===== src/rtl/lcd_scan_pkg.sv =====
package lcd_scan_pkg;
  localparam int BYTE_BITS = 8;
  localparam int BIT_IDX_W = $clog2(BYTE_BITS);
  localparam int NUM_PLANES = 2;

  typedef struct packed {
    logic                 valid;
    logic                 line_first;
    logic                 frame_first;
    logic [BIT_IDX_W-1:0] bit_idx;
    logic                 fetch;
    logic                 swap;
    logic                 blank;
  } pix_tag_t;
endpackage


===== src/rtl/lcd_scan_timing.sv =====
module lcd_scan_timing #(
  parameter int H_ACTIVE = 160,
  parameter int V_ACTIVE = 152,
  parameter int H_TOTAL  = 168,
  parameter int V_TOTAL  = 156,
  localparam int HW = $clog2(H_TOTAL),
  localparam int VW = $clog2(V_TOTAL)
) (
  input  logic          clk_i,
  input  logic          rst_ni,
  output logic [HW-1:0] h_o,
  output logic [VW-1:0] v_o,
  output logic          active_o,
  output logic          line_first_o,
  output logic          frame_first_o
);
  logic [HW-1:0] h_q;
  logic [VW-1:0] v_q;
  logic          h_last, v_last, v_vis;

  assign h_last = (h_q == HW'(H_TOTAL - 1));
  assign v_last = (v_q == VW'(V_TOTAL - 1));
  assign v_vis  = (v_q < VW'(V_ACTIVE));

  always_ff @(posedge clk_i or negedge rst_ni) begin
    if (!rst_ni) begin
      h_q <= '0;
      v_q <= '0;
    end else if (h_last) begin
      h_q <= '0;
      v_q <= v_last ? '0 : v_q + 1'b1;
    end else begin
      h_q <= h_q + 1'b1;
    end
  end

  assign h_o           = h_q;
  assign v_o           = v_q;
  assign active_o      = v_vis && (h_q < HW'(H_ACTIVE));
  assign line_first_o  = v_vis && (h_q == '0);
  assign frame_first_o = (v_q == '0) && (h_q == '0);
endmodule


===== src/rtl/lcd_scan_fetch.sv =====
module lcd_scan_fetch
  import lcd_scan_pkg::*;
#(
  parameter int H_TOTAL  = 168,
  parameter int V_TOTAL  = 156,
  parameter int PLANE_W  = 256,
  parameter int PLANE_H  = 256,
  parameter int ROW_WRAP = 200,
  localparam int HW     = $clog2(H_TOTAL),
  localparam int VW     = $clog2(V_TOTAL),
  localparam int X_W    = $clog2(PLANE_W),
  localparam int ROW_W  = $clog2(PLANE_H),
  localparam int COL_W  = X_W - BIT_IDX_W,
  localparam int ADDR_W = ROW_W + COL_W
) (
  input  logic              clk_i,
  input  logic              rst_ni,
  input  logic [HW-1:0]     h_i,
  input  logic [VW-1:0]     v_i,
  input  logic              active_i,
  input  logic              line_first_i,
  input  logic              frame_first_i,
  input  logic [X_W-1:0]    scroll_x_i,
  input  logic [ROW_W-1:0]  scroll_y_i,
  input  logic              swap_i,
  input  logic              blank_i,
  output logic [ADDR_W-1:0] addr_o,
  output pix_tag_t          tag_o
);
  logic [X_W-1:0]   sx_q, sx;
  logic [ROW_W-1:0] sy_q, sy, sy_clip;
  logic             swap_q, blank_q, swap_c, blank_c;
  logic [X_W-1:0]   fx;
  logic [ROW_W:0]   row_sum, row;
  logic             fetch;
  logic [ADDR_W-1:0] addr_q;
  pix_tag_t         tag_q;

  // frame config is taken live on the frame's first pixel, held afterwards
  assign sx      = frame_first_i ? scroll_x_i : sx_q;
  assign sy      = frame_first_i ? scroll_y_i : sy_q;
  assign swap_c  = frame_first_i ? swap_i     : swap_q;
  assign blank_c = frame_first_i ? blank_i    : blank_q;

  always_ff @(posedge clk_i or negedge rst_ni) begin
    if (!rst_ni) begin
      sx_q    <= '0;
      sy_q    <= '0;
      swap_q  <= 1'b0;
      blank_q <= 1'b0;
    end else if (frame_first_i) begin
      sx_q    <= scroll_x_i;
      sy_q    <= scroll_y_i;
      swap_q  <= swap_i;
      blank_q <= blank_i;
    end
  end

  assign sy_clip = (sy >= ROW_W'(ROW_WRAP)) ? ROW_W'(ROW_WRAP - 1) : sy;
  assign row_sum = {1'b0, ROW_W'(v_i)} + {1'b0, sy_clip};
  assign row     = (row_sum >= (ROW_W+1)'(ROW_WRAP)) ? row_sum - (ROW_W+1)'(ROW_WRAP) : row_sum;
  assign fx      = sx + X_W'(h_i);
  assign fetch   = line_first_i || (fx[BIT_IDX_W-1:0] == '0);

  always_ff @(posedge clk_i or negedge rst_ni) begin
    if (!rst_ni) begin
      addr_q <= '0;
      tag_q  <= '0;
    end else begin
      tag_q.valid       <= active_i;
      tag_q.line_first  <= line_first_i;
      tag_q.frame_first <= frame_first_i;
      tag_q.bit_idx     <= fx[BIT_IDX_W-1:0];
      tag_q.fetch       <= fetch;
      tag_q.swap        <= swap_c;
      tag_q.blank       <= blank_c;
      if (active_i && fetch) addr_q <= {row[ROW_W-1:0], fx[X_W-1:BIT_IDX_W]};
    end
  end

  assign addr_o = addr_q;
  assign tag_o  = tag_q;
endmodule


===== src/rtl/lcd_scan_shade.sv =====
module lcd_scan_shade
  import lcd_scan_pkg::*;
(
  input  logic                                  clk_i,
  input  logic                                  rst_ni,
  input  pix_tag_t                              tag_i,
  input  logic [NUM_PLANES-1:0][BYTE_BITS-1:0]  rdata_i,
  output logic                                  pix_valid_o,
  output logic [NUM_PLANES-1:0]                 shade_o,
  output logic                                  line_start_o,
  output logic                                  frame_start_o
);
  pix_tag_t                              tag_q;
  logic [NUM_PLANES-1:0][BYTE_BITS-1:0]  held_q;
  logic [NUM_PLANES-1:0][BYTE_BITS-1:0]  cur_byte;
  logic [NUM_PLANES-1:0]                 pix_bit;

  always_ff @(posedge clk_i or negedge rst_ni) begin
    if (!rst_ni) tag_q <= '0;
    else         tag_q <= tag_i;
  end

  for (genvar p = 0; p < NUM_PLANES; p++) begin : g_plane
    // fresh byte arrives on a fetch cycle, otherwise keep shifting the held one
    assign cur_byte[p] = tag_q.fetch ? rdata_i[p] : held_q[p];
    assign pix_bit[p]  = cur_byte[p][~tag_q.bit_idx];

    always_ff @(posedge clk_i or negedge rst_ni) begin
      if (!rst_ni)          held_q[p] <= '0;
      else if (tag_q.valid) held_q[p] <= cur_byte[p];
    end
  end

  always_ff @(posedge clk_i or negedge rst_ni) begin
    if (!rst_ni) begin
      pix_valid_o   <= 1'b0;
      shade_o       <= '0;
      line_start_o  <= 1'b0;
      frame_start_o <= 1'b0;
    end else begin
      pix_valid_o   <= tag_q.valid;
      line_start_o  <= tag_q.valid && tag_q.line_first;
      frame_start_o <= tag_q.valid && tag_q.frame_first;
      if (!tag_q.valid || tag_q.blank) shade_o <= '0;
      else if (tag_q.swap)             shade_o <= {pix_bit[0], pix_bit[1]};
      else                             shade_o <= {pix_bit[1], pix_bit[0]};
    end
  end
endmodule


===== src/rtl/lcd_scan_top.sv =====
module lcd_scan_top
  import lcd_scan_pkg::*;
#(
  parameter int H_ACTIVE = 160,
  parameter int V_ACTIVE = 152,
  parameter int H_TOTAL  = 168,
  parameter int V_TOTAL  = 156,
  parameter int PLANE_W  = 256,
  parameter int PLANE_H  = 256,
  parameter int ROW_WRAP = 200,
  localparam int HW     = $clog2(H_TOTAL),
  localparam int VW     = $clog2(V_TOTAL),
  localparam int X_W    = $clog2(PLANE_W),
  localparam int ROW_W  = $clog2(PLANE_H),
  localparam int ADDR_W = ROW_W + X_W - BIT_IDX_W
) (
  input  logic              clk_i,
  input  logic              rst_ni,
  input  logic [X_W-1:0]    scroll_x_i,
  input  logic [ROW_W-1:0]  scroll_y_i,
  input  logic              swap_i,
  input  logic              blank_i,
  output logic [ADDR_W-1:0] plane_addr_o,
  input  logic [7:0]        plane0_rdata_i,
  input  logic [7:0]        plane1_rdata_i,
  output logic              pix_valid_o,
  output logic [1:0]        shade_o,
  output logic              line_start_o,
  output logic              frame_start_o
);
  logic [HW-1:0] h;
  logic [VW-1:0] v;
  logic          active, line_first, frame_first;
  pix_tag_t      tag_s1;
  logic [NUM_PLANES-1:0][BYTE_BITS-1:0] rdata;

  assign rdata[0] = plane0_rdata_i;
  assign rdata[1] = plane1_rdata_i;

  lcd_scan_timing #(
    .H_ACTIVE(H_ACTIVE), .V_ACTIVE(V_ACTIVE), .H_TOTAL(H_TOTAL), .V_TOTAL(V_TOTAL)
  ) u_timing (
    .clk_i, .rst_ni,
    .h_o(h), .v_o(v), .active_o(active),
    .line_first_o(line_first), .frame_first_o(frame_first)
  );

  lcd_scan_fetch #(
    .H_TOTAL(H_TOTAL), .V_TOTAL(V_TOTAL), .PLANE_W(PLANE_W),
    .PLANE_H(PLANE_H), .ROW_WRAP(ROW_WRAP)
  ) u_fetch (
    .clk_i, .rst_ni,
    .h_i(h), .v_i(v), .active_i(active),
    .line_first_i(line_first), .frame_first_i(frame_first),
    .scroll_x_i, .scroll_y_i, .swap_i, .blank_i,
    .addr_o(plane_addr_o), .tag_o(tag_s1)
  );

  lcd_scan_shade u_shade (
    .clk_i, .rst_ni,
    .tag_i(tag_s1), .rdata_i(rdata),
    .pix_valid_o, .shade_o, .line_start_o, .frame_start_o
  );
endmodule


===== config.mk =====
export PLATFORM = sky130hd
export DESIGN_NAME = lcd_scan_top
export DESIGN_NICKNAME = d
export VERILOG_FILES = /design/src/rtl/lcd_scan_pkg.sv /design/src/rtl/lcd_scan_timing.sv /design/src/rtl/lcd_scan_fetch.sv /design/src/rtl/lcd_scan_shade.sv /design/src/rtl/lcd_scan_top.sv
export SDC_FILE = /design/constraint.sdc
export NUM_CORES = 1
export LEC_CHECK = 0
export BUFFER_PORTS_ARGS = -buffer_cell sky130_fd_sc_hd__buf_2
export CAP_MARGIN = 10
export CORE_MARGIN = 2
export CORE_UTILIZATION = 60
export DETAILED_ROUTE_END_ITERATION = 12
export PLACE_DENSITY = 0.84
export SLEW_MARGIN = 10
export SYNTH_ARGS = -nofsm -noshare
export SYNTH_HDL_FRONTEND = slang
export SYNTH_HIERARCHICAL = 1
export SYNTH_SLANG_ARGS = --single-unit
export TNS_END_PERCENT = 100

===== constraint.sdc =====
create_clock -name clk_i -period 10.89 [get_ports clk_i]
set_input_delay 0 -clock clk_i [delete_from_list [all_inputs] [get_ports clk_i]]
set_output_delay 0 -clock clk_i [all_outputs]
set_load 0.02 [all_outputs]

After elaboration in Yosys (flattened, before gate mapping)
Cells that the tools add are included.
Word-level totals
  register bits after elaboration: 84
  input port bits: 36
  output and inout port bits: 18
  logic and storage cells: 64
Cells by class
  $add $sub $neg: 5
  $lt $le $gt $ge: 5
  eq/ne operators: 2
  mux-type cells: 14
  bitwise logic cells: 1
  reductions and logical operators: 12
Operator list (count)
  8-bit 2-to-1 mux: 8
  8-bit by 1-bit adder with 8-bit output, second input constant: 2
  8-bit == test, second input constant: 2
  8-bit logical NOT: 2
  8-bit less-than comparator, second input constant: 2
  8-bit by 8-bit adder with 9-bit output: 1
  9-bit by 8-bit >= comparator with 1-bit output, second input constant: 1
  8-bit adder: 1
  8-bit >= comparator, second input constant: 1
  8-bit subtractor, second input constant: 1
  1-bit binary-select mux with 3-bit select: 2
  1-bit logical AND: 6
  3-bit by 4-bit less-than comparator with 1-bit output, second input constant: 1
  2-bit 2-to-1 mux: 2
  3-bit logical NOT: 1
  3-bit NOT: 1
  1-bit logical OR: 2
  1-bit 2-to-1 mux: 2
  1-bit logical NOT: 1

Depth between registers and ports, before layout
  depth in word-level cells: 8
  gate-level depth with buffers: 21
  gate-level depth less buffers: 20

By module
The synthesis kept the hierarchy.
Modules (own cells, without submodules)
  lcd_scan_fetch: times used 1, cells each 220, area each 2270.9 um^2
  lcd_scan_shade: times used 1, cells each 90, area each 1342.5 um^2
  lcd_scan_timing: times used 1, cells each 91, area each 843.3 um^2

Worst setup path before layout
OpenSTA, ideal clock, no wires.
  path kind: flip-flop to flip-flop
  from: register u_timing.h_q[0], in the netlist u_timing/h_o[0]
  to: register u_fetch.addr_q[9], in the netlist u_fetch/addr_o[9]
  setup time: 0.075 ns
  data arrival time: 4.073 ns
  slack: 6.742 ns
  cell stages (with the launch flop): 22
  buffers on the path: 1
  period minus slack after synthesis: 4.148 ns
  cell sequence: dfrtp_1 inv_1 ha_1 nor4b_1 nand2_1 nor2_1 clkbuf_1 mux2_1 and2_1 nand2_1 nand2b_1 ha_1 inv_1 fa_1 nand3b_1 and3b_1 or2_2 ha_1 nand3_1 a31o_1 mux2_4 o21ai_2
On the way
  word-level cells in the longest chain between the ends: 8
RTL lines
  start: declaration: RTL line lcd_scan_timing.sv:17  | logic [HW-1:0] h_q;
  start signal: assignment: RTL line lcd_scan_timing.sv:33  | h_q <= h_q + 1'b1;
  8-bit logical NOT (*): RTL line lcd_scan_timing.sv:41  | assign frame_first_o = (v_q == '0) && (h_q == '0);
  1-bit logical AND (*): RTL line lcd_scan_timing.sv:41
  net frame_first: RTL line lcd_scan_top.sv:33  | logic active, line_first, frame_first;
  8-bit 2-to-1 mux (*): RTL line lcd_scan_fetch.sv:41  | assign sy = frame_first_i ? scroll_y_i : sy_q;
  net u_fetch.sy[6]: RTL line lcd_scan_fetch.sv:31  | logic [ROW_W-1:0] sy_q, sy, sy_clip;
  8-bit >= comparator: RTL line lcd_scan_fetch.sv:59  | assign sy_clip = (sy >= ROW_W'(ROW_WRAP)) ? ROW_W'(ROW_WRAP - 1) : sy;
  8-bit 2-to-1 mux (*): RTL line lcd_scan_fetch.sv:59
  8-bit by 8-bit adder with 9-bit output (*): RTL line lcd_scan_fetch.sv:60  | assign row_sum = {1'b0, ROW_W'(v_i)} + {1'b0, sy_clip};
  8-bit subtractor / 9-bit by 8-bit >= comparator with 1-bit output (equally long branches): RTL line lcd_scan_fetch.sv:61  | assign row = (row_sum >= (ROW_W+1)'(ROW_WRAP)) ? row_sum - (ROW_W+1)'(ROW_WRAP) : row_sum;
  8-bit 2-to-1 mux (*): RTL line lcd_scan_fetch.sv:61
  end signal: assignment: RTL line lcd_scan_fetch.sv:77  | if (active_i && fetch) addr_q <= {row[ROW_W-1:0], fx[X_W-1:BIT_IDX_W]};
  end: declaration: RTL line lcd_scan_fetch.sv:36  | logic [ADDR_W-1:0] addr_q;
The timed path passes the listed nets; every way through them passes the cells marked *.
A chain may end at the register's enable or synchronous reset.

Final worst setup path
Ends and elaborated chain as after synthesis.

==> flow_metrics.tcl <==
set metrics [dict create \
    synth_top_area_share 0.472 \
    vdd_ir_drop_max_uv 80.5 \
    synth_fp_nets 460 \
    finalClockSkew_ns 0.00879 \
    vias 3279 \
    synthTopCellsByCount "84 x dfrtp_1, 36 x mux2_2, 33 x nand2_1" \
    postRouteAntennaNets 0 \
    fillers 504 \
    yosys_most_used_dff "dfrtp_1" \
    synthArstFlopShare 1.00 \
    synth_area_leaders "dfrtp_1 47%, mux2_2 9.1%, ha_1 5.9%" \
    status "finished clean" \
    synth.distinct_cells 64 \
    ys_ff_latch 84 \
    clock_latency_ns 0.36 \
    fin_crit_sh 0.404 \
    final_cell_area_um2 5320 \
    dp_hpwl_um 6070 \
    maxSlewViolCount 0 \
    diodes 0 \
    drt-total-wl_um 8790 \
    nNetsFinal 546 \
    period_needed_ns 4.40 \
    r2r-end "u_fetch/addr_o[9]" \
    dieArea_um2 8130 \
    pwr-share-seq 0.498 \
    setup_tns_ns 0 \
    grt_overflow 0 \
    pwr-share-comb 0.199 \
    start_util 0.618 \
    worstMarginPinSlew_ns 1.01 \
    yosys.cell_count.top_type "dfrtp_1" \
    finalHoldViolations 0 \
    p_switching_uw 205 \
    powerDensity_nw_per_um2 138 \
    cp_data_required_time_ns 11.18 \
    max_slew_margin 0.329 \
    ys_seq_area_frac 0.472 \
    startpoint_type "register" \
    pin_count 54 \
    rows 31 \
    place_congestion 0.893 \
    die_h_um 90.2 \
    core_um2 7210 \
    drc 0 \
    postCtsSetupBuffers 0 \
    worst-setup-path-type "register to register" \
    drt-vias-per-instance 5.56 \
    clk_pin_slew_ns 0.09 \
    cts_buffers 9 \
    grtUsageTotal 0.236 \
    clockPowerShare 0.303 \
    wl_per_cell_um 14.9 \
    drt_iter0_drc 135 \
    root_buffer "clkbuf_8" \
    syn-cell-area_um2 4460 \
    worst_r2r_path_depth 20 \
    port_buffers 53 \
    worst_hold_path_type "input pin to asynchronous set/reset pin" \
    cp.arrival_ns 4.68 \
    synth_top_area_cell "dfrtp_1" \
    placed_cell_area_um2 4770 \
    area_delta_synth_final_pct 19.3 \
    htreeDepth 3 \
    final_core_util 0.737 \
    yosysWarnings 6 \
    syn_avg_cell_area_um2 11.1 \
    rsz0062_at_grt "false" \
    finalSetupViolations 0 \
    antenna_found_initial 0 \
    fmax_ghz 0.227 \
    sw_frac_of_total 0.280 \
    cts_tree "built" \
    die_x_um 90.2 \
    worst_setup_path_end_kind "register" \
    cts_buffer_depth 2 \
    grt_pass1_wl_um 15300 \
    synth-edff-count 0 \
    reg2reg_slack_ns 6.49 \
    p_int_uw 528 \
    cp_max_fo 9 \
    drive_gt1_frac 0.240 \
    synth_cells 401 \
    r2r-start "u_timing/h_o[0]" \
    grt_max_degree 85 \
    first_pass_iters 4 \
    p_leak_nw 2.44 \
    clock-sinks 84 \
    grt_pass1_vias 3343 \
    max_cap_violations 0 \
]
## sequential cells by signal (all words and copies together) (netlist names), 2 cells and up
name / count
u_timing/h_o: 8
u_shade/held_q: 16
u_fetch/sy_q: 8
u_fetch/sx_q: 8
u_shade/shade_o: 2
u_shade/tag_q: 9
u_timing/v_o: 8
u_fetch/addr_o: 13
u_fetch/tag_o: 7
## final cells by class
class	instances	area, µm²	share of cell area
multi-input combinational	282	2190	0.412
sequential	84	2100	0.395
timing repair buffer	89	626	0.118
clock buffer	9	124	0.0233
tap	99	124	0.0233
inverter	21	78.8	0.0148
clock inverter	6	72.6	0.0137
## stage by stage
stage	std cells	power [mW]	hold WS [ns]	setup slack, ns
after global placement	540	0.500	0.231	6.67
final	590	0.732	0.354	6.49
after CTS	590	0.739	0.355	6.52
after detailed placement	540	0.506	0.237	6.52
after global routing	590	0.772	0.365	6.18
after floorplan	401	0.464	-0.296	6.74
## how the worst max path moves through the flow
stage	end	startpoint	slack, ns
after floorplan	u_fetch/addr_o[9]	u_timing/h_o[0]	6.74
final	u_fetch/addr_o[9]	u_timing/h_o[0]	6.49
after CTS	u_fetch/addr_o[9]	u_timing/h_o[0]	6.52
after global placement	u_fetch/addr_o[9]	u_timing/h_o[0]	6.67
after detailed placement	u_fetch/addr_o[9]	u_timing/h_o[0]	6.52
after global routing	u_fetch/addr_o[9]	u_timing/h_o[1]	6.18
## critical path: stages (launching register included)
cell	delay, ns
dfrtp_1	0.44
inv_1	0.08
ha_1	0.14
nor4b_1	0.24
nand2_1	0.15
nor2_2	0.42
mux2_2	0.25
and2_1	0.18
nand2_1	0.11
nand2b_1	0.08
ha_1	0.18
inv_1	0.06
fa_1	0.41
nand3b_1	0.19
and3b_1	0.18
or2_2	0.29
ha_1	0.22
nand3_1	0.09
a31o_1	0.21
mux2_4	0.31
o21ai_2	0.10
## layer usage
layer / up-vias / track usage / part of all wire
met5: - / 0 / 0
li1: 1602 / - / -
met1: 1569 / 0.283 / 0.43
met3: 25 / 0.0352 / 0.031
met4: 0 / 0.127 / 0.029
met2: 83 / 0.409 / 0.51
## power by group through the flow
stage	logic [mW]	registers, mW	clock network [mW]
6_report	0.146	0.365	0.222
5_1_grt	0.159	0.370	0.243
4_1_cts	0.146	0.365	0.229
3_5_place_dp	0.136	0.371	0
3_3_place_gp	0.132	0.368	0
2_1_floorplan	0.0814	0.382	0
## layout by cell type, fill, tap and decap left out, drive strengths merged, types with 9 or more instances in the layout
| cell type | Yosys | routed |
|---|---|---|
| nor2 | 23 | 23 |
| clkbuf | 6 | 9 |
| dlygate4sd3 | 0 | 35 |
| o21ai | 22 | 22 |
| ha | 21 | 21 |
| nand3 | 12 | 12 |
| dfrtp | 84 | 84 |
| mux2 | 38 | 38 |
| inv | 21 | 24 |
| a21oi | 15 | 15 |
| mux2i | 9 | 9 |
| buf | 8 | 54 |
| xor2 | 9 | 9 |
| nand2 | 33 | 33 |
## timing repair
| item | CTS | global route |
|---|---|---|
| endpoints found under the hold margin | 118 | 0 |
| gates resized for setup | 0 | 0 |
| hold buffers | 35 | 0 |
## kinds of logic (layout without fill, tap and decap cells)
group | count (synthesis) | after routing | synth area share
DFF | 84 | 84 | 0.472
buffers and inverters | 35 | 125 | 0.0379
xor gates and xnor gates | 15 | 15 | 0.0328
AOI/OAI and AO/OA | 72 | 72 | 0.104
muxes | 51 | 51 | 0.141
adders and majority gates | 23 | 23 | 0.0679
and+or+nand+nor | 121 | 121 | 0.145
Power figures use the tool's default switching activity.
